**config.mk**
```make
export PLATFORM = sky130hd
export DESIGN_NAME = burst_pulse_gen
export DESIGN_NICKNAME = d
export VERILOG_FILES = /design/src/rtl/burst_pkg.sv /design/src/rtl/bpg_prescaler.sv /design/src/rtl/bpg_pulse_counter.sv /design/src/rtl/bpg_out_stage.sv /design/src/rtl/burst_pulse_gen.sv
export SDC_FILE = /design/constraint.sdc
export NUM_CORES = 1
export LEC_CHECK = 0
export BUFFER_PORTS_ARGS = -buffer_cell sky130_fd_sc_hd__buf_4
export CAP_MARGIN = 10
export CORE_MARGIN = 2
export CORE_UTILIZATION = 49
export DETAILED_ROUTE_END_ITERATION = 16
export GPL_ROUTABILITY_DRIVEN = 1
export MAX_ROUTING_LAYER = met4
export PLACE_DENSITY = 0.69
export SYNTH_ARGS = -nofsm -noshare
export SYNTH_HDL_FRONTEND = slang
export SYNTH_SLANG_ARGS = --single-unit
```
**constraint.sdc**
```tcl
create_clock -name clk -period 1.1 [get_ports clk]
set_clock_uncertainty 0.05 [all_clocks]
set_input_delay 0.11 -clock clk [delete_from_list [all_inputs] [get_ports clk]]
set_output_delay 0.11 -clock clk [all_outputs]
set_load 0.03 [all_outputs]
```
**src/rtl/burst_pkg.sv**
```systemverilog
package burst_pkg;
   typedef enum logic {
      OUT_STROBE = 1'b0,
      OUT_TOGGLE = 1'b1
   } out_mode_e;
endpackage

```
**src/rtl/bpg_prescaler.sv**
```systemverilog
module bpg_prescaler #(
   parameter int PRESC_W = 7
) (
   input  logic clk,
   input  logic rst,
   output logic strobe_o
);
   localparam int TOP_BIT = PRESC_W - 1;
   localparam logic [PRESC_W-1:0] WRAP_VAL = PRESC_W'(1) << TOP_BIT;

   logic [PRESC_W-1:0] presc_q;

   generate
      if (PRESC_W < 2) begin : g_bad_width
         $error("PRESC_W must be at least 2");
      end
   endgenerate

   always_ff @(posedge clk) begin
      if (rst)                 presc_q <= '0;
      else if (presc_q[TOP_BIT]) presc_q <= '0;
      else                     presc_q <= presc_q + 1'b1;
   end

   assign strobe_o = presc_q[TOP_BIT];

   assert_presc_range_R2: assert property (@(posedge clk) disable iff (rst)
      presc_q <= WRAP_VAL);
   assert_strobe_wraps_R2: assert property (@(posedge clk) disable iff (rst)
      strobe_o |=> (presc_q == '0));
   assert_reset_clear_R1: assert property (@(posedge clk)
      rst |=> (presc_q == '0));
endmodule

```
**src/rtl/bpg_pulse_counter.sv**
```systemverilog
module bpg_pulse_counter #(
   parameter int PULSE_LIMIT = 40,
   parameter int CNT_W       = $clog2(PULSE_LIMIT + 1)
) (
   input  logic             clk,
   input  logic             rst,
   input  logic             strobe_i,
   output logic             active_o,
   output logic [CNT_W-1:0] count_o,
   output logic             done_o
);
   localparam logic [CNT_W-1:0] LIMIT_V = CNT_W'(PULSE_LIMIT);

   logic [CNT_W-1:0] cnt_q;
   logic             done_q;

   generate
      if (PULSE_LIMIT < 1) begin : g_bad_limit
         $error("PULSE_LIMIT must be positive");
      end
   endgenerate

   assign active_o = (cnt_q < LIMIT_V);

   always_ff @(posedge clk) begin
      if (rst) begin
         cnt_q  <= '0;
         done_q <= 1'b0;
      end else begin
         if (strobe_i && active_o) cnt_q <= cnt_q + 1'b1;
         if (cnt_q == LIMIT_V)     done_q <= 1'b1;
      end
   end

   assign count_o = cnt_q;
   assign done_o  = done_q;

   assert_cnt_cap_R4: assert property (@(posedge clk) disable iff (rst)
      cnt_q <= LIMIT_V);
   assert_cnt_hold_R4: assert property (@(posedge clk) disable iff (rst)
      !strobe_i |=> $stable(cnt_q));
   assert_done_sticky_R5: assert property (@(posedge clk) disable iff (rst)
      done_q |=> done_q);
   assert_reset_clear_R1: assert property (@(posedge clk)
      rst |=> (cnt_q == '0 && !done_q));
endmodule

```
**src/rtl/bpg_out_stage.sv**
```systemverilog
module bpg_out_stage
   import burst_pkg::*;
#(
   parameter out_mode_e OUT_MODE = OUT_STROBE
) (
   input  logic clk,
   input  logic rst,
   input  logic strobe_i,
   input  logic active_i,
   output logic out_o
);
   logic out_q;

   generate
      if (OUT_MODE == OUT_TOGGLE) begin : g_toggle
         always_ff @(posedge clk) begin
            if (rst)           out_q <= 1'b0;
            else if (!active_i) out_q <= 1'b0;
            else if (strobe_i) out_q <= ~out_q;
         end
         assert_toggle_only_on_strobe_R6: assert property (@(posedge clk) disable iff (rst)
            (!strobe_i && active_i) |=> $stable(out_q));
      end else begin : g_strobe
         always_ff @(posedge clk) begin
            if (rst) out_q <= 1'b0;
            else     out_q <= strobe_i && active_i;
         end
         assert_single_cycle_R3: assert property (@(posedge clk) disable iff (rst)
            out_q |=> !out_q);
      end
   endgenerate

   assign out_o = out_q;

   assert_reset_clear_R1: assert property (@(posedge clk)
      rst |=> !out_q);
endmodule

```
**src/rtl/burst_pulse_gen.sv**
```systemverilog
module burst_pulse_gen
   import burst_pkg::*;
#(
   parameter int        PRESC_W     = 7,
   parameter int        PULSE_LIMIT = 40,
   parameter out_mode_e OUT_MODE    = OUT_STROBE
) (
   input  logic clk,
   input  logic rst,
   output logic pulse_o,
   output logic done_o
);
   localparam int CNT_W = $clog2(PULSE_LIMIT + 1);

   logic             strobe;
   logic             active;
   logic [CNT_W-1:0] count;

   bpg_prescaler #(.PRESC_W(PRESC_W)) u_presc (
      .clk      (clk),
      .rst      (rst),
      .strobe_o (strobe)
   );

   bpg_pulse_counter #(.PULSE_LIMIT(PULSE_LIMIT), .CNT_W(CNT_W)) u_count (
      .clk      (clk),
      .rst      (rst),
      .strobe_i (strobe),
      .active_o (active),
      .count_o  (count),
      .done_o   (done_o)
   );

   bpg_out_stage #(.OUT_MODE(OUT_MODE)) u_out (
      .clk      (clk),
      .rst      (rst),
      .strobe_i (strobe),
      .active_i (active),
      .out_o    (pulse_o)
   );

   assert_quiet_when_done_R4: assert property (@(posedge clk) disable iff (rst)
      done_o |-> !pulse_o);
   assert_done_at_limit_R5: assert property (@(posedge clk) disable iff (rst)
      $rose(done_o) |-> (count == CNT_W'(PULSE_LIMIT)));
endmodule

```
# Word level (Yosys, flattened, before mapping)
# Index checks and enable logic that the tools add are counted.
# W data, S select, Z words.
[word_totals]
register_bits = 15
in_bits = 2
output_inout_bits = 2
word_cells = 10
[op_classes]
n_addsub = 2
order_cmp = 1
n_eq_ne = 1
n_reduce_logical = 2
[op_table]
columns = ["op", "count"]
rows = [
  ["$add A7 B1 Y7 const B", 1],
  ["$add A6 B1 Y6 const B", 1],
  ["$eq A6 B6 Y1 const B", 1],
  ["$lt A6 B6 Y1 const B", 1],
  ["$reduce_or A2 Y1", 1],
  ["$logic_and A1 B1 Y1", 1],
]

# Depth between registers and ports, before layout
# Gate-level depths: netlist of the first run.
[depth]
word_depth = 2
mapped_depth = 4
depth_no_buf = 4

# Cells and area by module
# Synthesis of the first run repeated with hierarchy kept, for this count alone.
[unflattened]
cells_unflattened = 67
hier_area_um2 = 645.6
[modules_own_cells]
columns = ["mod", "instances", "cells_per_inst", "area_per_inst_um2", "seq_area_each_um2"]
rows = [
  ["bpg_pulse_counter", 1, 39, 357.8, 140.1],
  ["bpg_prescaler", 1, 26, 259.0, 140.1],
  ["bpg_out_stage", 1, 2, 28.8, 20.0],
]

# Worst setup path before layout of the first run
# Ideal clock, no wire load.
[synth_timing]
path_kind = "register -> register"
startpoint = "register u_count.cnt_q[5] (netlist: u_count.count_o[5])"
endpoint = "register u_count.cnt_q[4] (netlist: u_count.count_o[4])"
setup_ns = 0.121
arrival_ns = 0.953
t_required_ns = 0.929
slack_ns = -0.024
stages_incl_launch_ff = 4
n_path_buf = 0
period_less_slack_ns = 1.124
cell_sequence = "dfxtp_1 and2b_1 nand4_1 mux2_2"
[synth_between]
elab_chain_len = 2
[synth_rtl]
columns = ["element", "line", "text"]
rows = [
  ["start, declared", "bpg_pulse_counter.sv:14", "logic [CNT_W-1:0] cnt_q;"],
  ["start signal, assigned", "bpg_pulse_counter.sv:30", "if (strobe_i && active_o) cnt_q <= cnt_q + 1'b1;"],
  ["$lt A6 B6 Y1", "bpg_pulse_counter.sv:23", "assign active_o = (cnt_q < LIMIT_V);"],
  ["$logic_and A1 B1 Y1", "bpg_pulse_counter.sv:30", ""],
]
# Every way passes these cells.
# A chain may end at the register's enable or synchronous reset.

# Worst setup path in the final report of the first run
# Ends and elaborated chain as after synthesis.

==> results.md, run 1 <==
* Syn Nets at 73
* Sink Count at 15
* Crit-path max FO at 3
* Post-route ant nets at 0
* Startpoint Class: flip-flop
* CP top delay family: flip-flops
* Stages on the worst setup path at 3
* RSZ-0062 raised after global routing: true
* DR pass1 iterations at 4
* Starting DRT DRC Count at 15
* Synthesis-to-layout area growth at 29.0%
* CTS clk-pin slew, worst paths at 0.09 ns
* Worst r2r path cells at 3
* Antenna violations before repair at 0
* TritonCTS Buffers at 3
* Clock Path Buffers at 2
* Maximum clock rate at 899 MHz
* Via density at 5.30
* Layout cell share with drive strength beyond 1 at 40.2%
* Area contributors post-synth: dfxtp_1, ha_1, nor3_1
* Top-area cell type share of the netlist area at 47.1%
* Ordered cell list for the critical path: and2b_1 -> nand4_1 -> mux2_4
* Antenna cell count at 0
* Clock Root Buffer: clkbuf_4
* YS warnings at 0
* Final hold slack at 0.0551 ns
* Synth Area in XOR/XNOR at 4.12%
* IO Pins at 4
* Core area at 0.00125 mm²
* Die area at 0.00161 mm²
* Post-synth cell types at 29
* Largest family of logic cells by synthesized area: simple AND/OR/NAND/NOR gates
* Tightest Pin Transition at 0.226 ns
* Total grt overflow at 0
* Slew Limit Headroom at 84.8%
* Starting Density at 50.9%
* Critical Path Max Stage Delay at 0.35 ns
* RR Startpoint: u_count.count_o[5]
* Type of the worst setup path: flip-flop to flip-flop
* Number of global-route vias before repair at 391
* Drt drc at 0
* PwrDens at 1120 mW/mm²
* Hold_buf cts at 0
* Worst Hold Class: input port to flip-flop
* GRT Util Overall at 18.1%
* Final min period at 1.11 ns
* Critical Path End: u_count.count_o[4]
* Critical path buffer and inverter count at 0
* Slew Limit Fails at 0
* Final worst-path setup slack at -0.0121 ns
* Post-DP HPWL at 752 µm
* Post-place instance area at 719 µm²
* Adder-Cell Fraction of Synth Area at 5.88%
* Sequential area share after synthesis at 47.1%
* Wire per inst at 12.6 µm
* End-of-flow core utilization at 65.7%
* Violated checks: setup timing
* Maxcap violations at 0
* FF-to-FF End: u_count.count_o[4]
* Row count at 13
* Worst-skew pair later-pin latency at 0.29 ns
* Fin crit share at 101%
* Critical Path AT at 1.25 ns
* IO Port Bufs at 3
* Final Instance Area at 823 µm²
* Peak VDD IR at 944 µV
* Leak Pwr at 0.313 nW
* #FFs+latches synth at 15
* Complex-gate fraction of the synthesized area at 9.02%
* Setup crit start: u_count.count_o[5]
* Simple-gate share of the synthesized area at 27.1%
* CP Capture Type: flip-flop
* Final WL at 1.23 mm
* Data required time of the critical path at 1.24 ns
* Cell taking the most area after synthesis: dfxtp_1
* Slowest CP cell: dfxtp_2
* Final setup violation count at 2
* H-Tree Depth at 1
* TritonCTS clock tree: done
* Post-synthesis mux area share at 3.53%
* Vias at 514
* Final Hold Fails at 0
* Largest net degree at the start of global routing at 18
* Final net count at 88
* Mapped Area at 638 µm²
* GP Congestion at 0.727
* Worst reg-to-reg setup slack at -0.01 ns
* DIE HEIGHT at 40.1 µm
* Cell count after synthesis at 68
* Synthesized area per cell at 9.38 µm²
* First-pass GRT wire length at 1.77 mm
* Outcome: complete, but fails checks
* Die W at 40.1 µm
-- layout by cell type (no fill, tap or decap), types with 2 or more instances in the layout --
cell type,synthesis,layout
ha_4,0,2
a21oi_1,2,2
nor2b_1,3,3
inv_1,2,2
buf_4,0,12
dfxtp_1,15,6
dfxtp_2,0,8
and2_1,2,2
clkbuf_4,0,3
nand3_1,3,3
nand2_1,4,4
nor2_1,6,6
o21ai_0,2,2
nor3_1,5,5
xor2_1,2,2
-- worst min-delay path by stage --
| stage | start | endpoint | slack [ns] | cells after the start |
|---|---|---|---|---|
| after floorplan | u_presc.presc_q[5] | u_presc.presc_q[6] | 0.37 | 2 |
| after global placement | rst | u_count.count_o[5] | 0.35 | 2 |
| after detailed placement | rst | u_out.out_o | 0.36 | 2 |
| after CTS | rst | u_presc.presc_q[0] | 0.05 | 2 |
| after global routing | rst | u_count.count_o[5] | 0.06 | 2 |
| final | rst | u_count.count_o[3] | 0.06 | 2 |
-- kinds of logic (layout without fill, tap and decap cells) --
family / Yosys count / after routing
AOI/OAI and AO/OA: 9 / 9
xor gates and xnor gates: 3 / 3
adders and majority gates: 3 / 3
buffers and inverters: 5 / 19
DFF: 15 / 15
muxes: 2 / 2
and+or+nand+nor: 31 / 31
-- layer usage --
metal	part of all wire (%)	GRT usage, %	wire [µm]
met5	0	-	0
met2	45	21.0	548
met1	48	26.0	593
met4	2.5	15.5	31
met3	4.2	3.33	51
-- synthesized netlist by cell type, drive strengths merged --
master  instances
xnor2           1
o31ai           1
nor2b           3
a21boi          1
a211oi          1
nand2           4
o21ai           3
xor2            2
or3             1
and2            2
nand4           1
mux2            2
nand3           4
nor2            6
a31oi           1
buf             2
nor4bb          1
ha              3
dfxtp          15
nor3            5
and2b           1
a21oi           2
nand2b          1
and4            1
clkbuf          1
inv             2
nand4b          1
-- cell type report --
cell class	count	area, µm²
fill	95	429
multi-input combinational	48	355
sequential	15	314
timing repair buffer	13	101
clock buffer	4	26.3
tap	15	18.8
inverter	2	7.51
-- registers in the layout (all words and copies together) (netlist names) --
name             cells
u_count.count_o      6
u_count.done_o       1
u_out.out_o          1
u_presc.presc_q      7
-- metrics by stage --
stage / std cells / worst slack, ns / TNS [ns] / total power, W
floorplan: 68 / 0.00111 / 0 / 0.000597
global placement: 90 / -0.0152 / -0.0152 / 0.000607
detailed placement: 90 / -0.0325 / -0.0509 / 0.000607
CTS: 96 / -0.00197 / -0.00197 / 0.000925
global route: 97 / -0.0506 / -0.155 / 0.000958
finish: 97 / -0.0121 / -0.0156 / 0.000919
-- power breakdown --
| group | total (W) | switching, W | internal, W |
|---|---|---|---|
| Combinational | 0.0000391 | 0.0000197 | 0.0000194 |
| Clock | 0.000320 | 0.000179 | 0.000141 |
| Sequential | 0.000560 | 0.00000965 | 0.000551 |
| Total | 0.000919 | 0.000208 | 0.000711 |
-- repair_timing --
action / CTS / global route
setup endpoints to repair: 3 / 8
resized for setup: 4 / 13
buffers inserted: 2 / 1
pin swaps: 0 / 3
Note: power is estimated with default switching activity, not from simulation.
==> run 2: changes to the inputs <==
--- a/config.mk
+++ b/config.mk
@@ -11,8 +11,10 @@
 export CORE_UTILIZATION = 49
 export DETAILED_ROUTE_END_ITERATION = 16
 export GPL_ROUTABILITY_DRIVEN = 1
+export GPL_TIMING_DRIVEN = 0
 export MAX_ROUTING_LAYER = met4
 export PLACE_DENSITY = 0.69
 export SYNTH_ARGS = -nofsm -noshare
 export SYNTH_HDL_FRONTEND = slang
+export SYNTH_HIERARCHICAL = 1
 export SYNTH_SLANG_ARGS = --single-unit
==> run 2 against run 1 <==
Net effect: the flow still finishes with violations (setup timing); first-iteration DRC count decreased by 87%; sequential power decreased by 2%; sequential cell count unchanged; maximum frequency decreased by 4.9%; hold slack improved by 0.015 ns; global-route usage increased by 1.6 points; via count increased by 0.19%; final cell count decreased by 1.0%; largest power group unchanged; area after synthesis increased by 1.2%; critical endpoint is now u_count/count_o[4]; total power decreased by 0.53%; final area increased by 4.7%; non-clock buffer count decreased by 2.
==> results.md, run 2 <==
* Row count at 13
* Antenna cell count at 0
* Synthesized area per cell at 9.64 µm²
* Crit-path max FO at 5
* Final Hold Fails at 0
* Peak VDD IR at 701 µV
* Area contributors post-synth: dfxtp_1, ha_1, nor3_1
* Post-DP HPWL at 764 µm
* Simple-gate share of the synthesized area at 26.6%
* Tightest Pin Transition at 0.390 ns
* Fin crit share at 106%
* YS warnings at 6
* Sink Count at 15
* Slew Limit Headroom at 74.0%
* Multi-input logic area at 388 µm²
* Cell taking the most area after synthesis: dfxtp_1
* Adder-Cell Fraction of Synth Area at 5.81%
* Critical Path AT at 1.30 ns
* Synth Flop Type: dfxtp_1
* Post-synthesis mux area share at 1.74%
* Worst Hold Class: input port to flip-flop
* Fill cells at 103
* Slew Limit Fails at 0
* IO Pins at 4
* Most common cell in the netlist: dfxtp_1
* Number of global-route vias before repair at 445
* Synth top cells by count: dfxtp_1, nor2_1, nor3_1
* Synthesis-to-layout area growth at 33.5%
* DIE HEIGHT at 40.3 µm
* Core area at 0.00127 mm²
* DR pass1 iterations at 4
* RSZ-0062 raised after global routing: true
* First-pass GRT wire length at 1.91 mm
* GP Congestion at 0.713
* Leak Pwr at 0.296 nW
* Top-area cell type share of the netlist area at 46.5%
* Maxcap violations at 0
* Post-synth cell types at 31
* Die area at 0.00162 mm²
* Most frequent cells in the layout: buf_4, dfxtp_4, nor2_1
* Vias at 515
* Mapped Area at 646 µm²
* Violated checks: setup timing
* Clock Path Buffers at 2
* CP Capture Type: flip-flop
* Drt drc at 0
* GRT Util Overall at 19.7%
* Worst-skew pair later-pin latency at 0.29 ns
* TritonCTS Buffers at 3
* Syn Nets at 72
* Max FFs per register at 7
* CTS clk-pin slew, worst paths at 0.09 ns
* Post-Layout Cell Count at 96
* Startpoint Class: flip-flop
* Final net count at 87
* #FFs+latches synth at 15
* PwrDens at 1060 mW/mm²
* Via density at 5.36
* Type of the worst setup path: flip-flop to flip-flop
* Final hold slack at 0.0698 ns
* Data required time of the critical path at 1.23 ns
* Maximum clock rate at 855 MHz
* Final min period at 1.17 ns
* Antenna violations before repair at 0
* Number of synthesized flops with an enable pin at 0
* Cell count after synthesis at 67
* FF/Latch Area at 333 µm²
* Starting DRT DRC Count at 2
* Final WL at 1.27 mm
* Wire per inst at 13.2 µm
* Final setup violation count at 2
* Placed cell count at 85
* Sequential area share after synthesis at 46.5%
* Total grt overflow at 0
* Die W at 40.3 µm
* Asr flop ratio synth at 0%
* Synth Area in XOR/XNOR at 4.07%
* Largest Register: u_presc/presc_q
* Final worst-path setup slack at -0.0698 ns
* IO Port Bufs at 3
* H-Tree Depth at 1
* Largest net degree at the start of global routing at 11
* Outcome: complete, but fails checks
* Complex-gate fraction of the synthesized area at 13.0%
* Largest family of logic cells by synthesized area: simple AND/OR/NAND/NOR gates
* TritonCTS clock tree: done
* Clock Root Buffer: clkbuf_4
* Post-route ant nets at 0
* Starting Density at 50.9%
* Layout cell share with drive strength beyond 1 at 43.2%
==> run 2: worst paths after layout <==
kind                                    startpoint                 end  slack, ns  depth (start not counted)
worst min-delay path                           rst  u_presc/presc_q[6]       0.07                          4
worst max register to register  u_count/count_o[0]  u_count/count_o[4]      -0.07                          3
worst max-delay path            u_count/count_o[0]  u_count/count_o[4]      -0.07                          3
worst min register to register  u_presc/presc_q[5]  u_presc/presc_q[6]       0.39                          2
==> run 2: per-layer routing <==
layer	part of all wire [%]	wire length (µm)	global-route usage [%]	vias to the layer above
li1	-	-	-	266
met1	47	602	23.7	234
met2	45	568	26.6	8
met3	3.9	50	10.0	7
met4	3.6	46	10.0	0
met5	0	0	-	-
==> run 2: layout make-up <==
| type | count | share of cell area [%] |
|---|---|---|
| repair buffers | 10 | 9.43 |
| multi-input cells | 48 | 45.0 |
| well taps | 15 | 2.18 |
| clock buffers | 4 | 3.05 |
| inverters | 3 | 1.31 |
| flip-flops and latches | 15 | 38.6 |
| plain buffers | 1 | 0.435 |
==> run 2: repair_timing <==
item | in CTS | in global routing
setup endpoints to repair | 5 | 9
resized for setup | 5 | 13
buffers inserted | 4 | 2
hold buffers | 1 | 0
pin swaps | 2 | 3
endpoints found under the hold margin | 4 | 0
==> run 2: power by group <==
group	internal (W)	leakage [nW]	switching, W
Clock	0.000141	0.0150	0.000179
Combinational	0.0000260	0.153	0.0000208
Sequential	0.000537	0.128	0.0000107
Total	0.000704	0.296	0.000211
==> run 2: worst max-delay path, stage by stage, from the launching register on <==
cell and delay, ns:
dfxtp_4 0.39, ha_4 0.14, nor3b_2 0.18, mux2_4 0.31
==> run 2: stage by stage <==
step           TNS (ns)  total power [W]  cell area, µm²  setup slack (ns)  utilization [%]
2_1_floorplan   -0.0206         0.000589             682           -0.0206                -
3_3_place_gp     -0.206         0.000600             723           -0.0757             57.0
3_5_place_dp     -0.222         0.000602             723           -0.0793             57.0
4_1_cts          -0.190         0.000914             798           -0.0667             62.9
5_1_grt          -0.321         0.000959             862           -0.0942             67.9
6_report         -0.131         0.000914             862           -0.0698             67.9
==> run 2: logic make-up (layout without fill, tap and decap cells) <==
kind of cell / Yosys count / in the layout
AO/OA/AOI/OAI: 11 / 11
XOR/XNOR: 3 / 3
adder cells (fa/ha/maj): 3 / 3
buffers and inverters: 4 / 18
flip-flops: 15 / 15
multiplexers: 1 / 1
AND/OR/NAND/NOR: 30 / 30
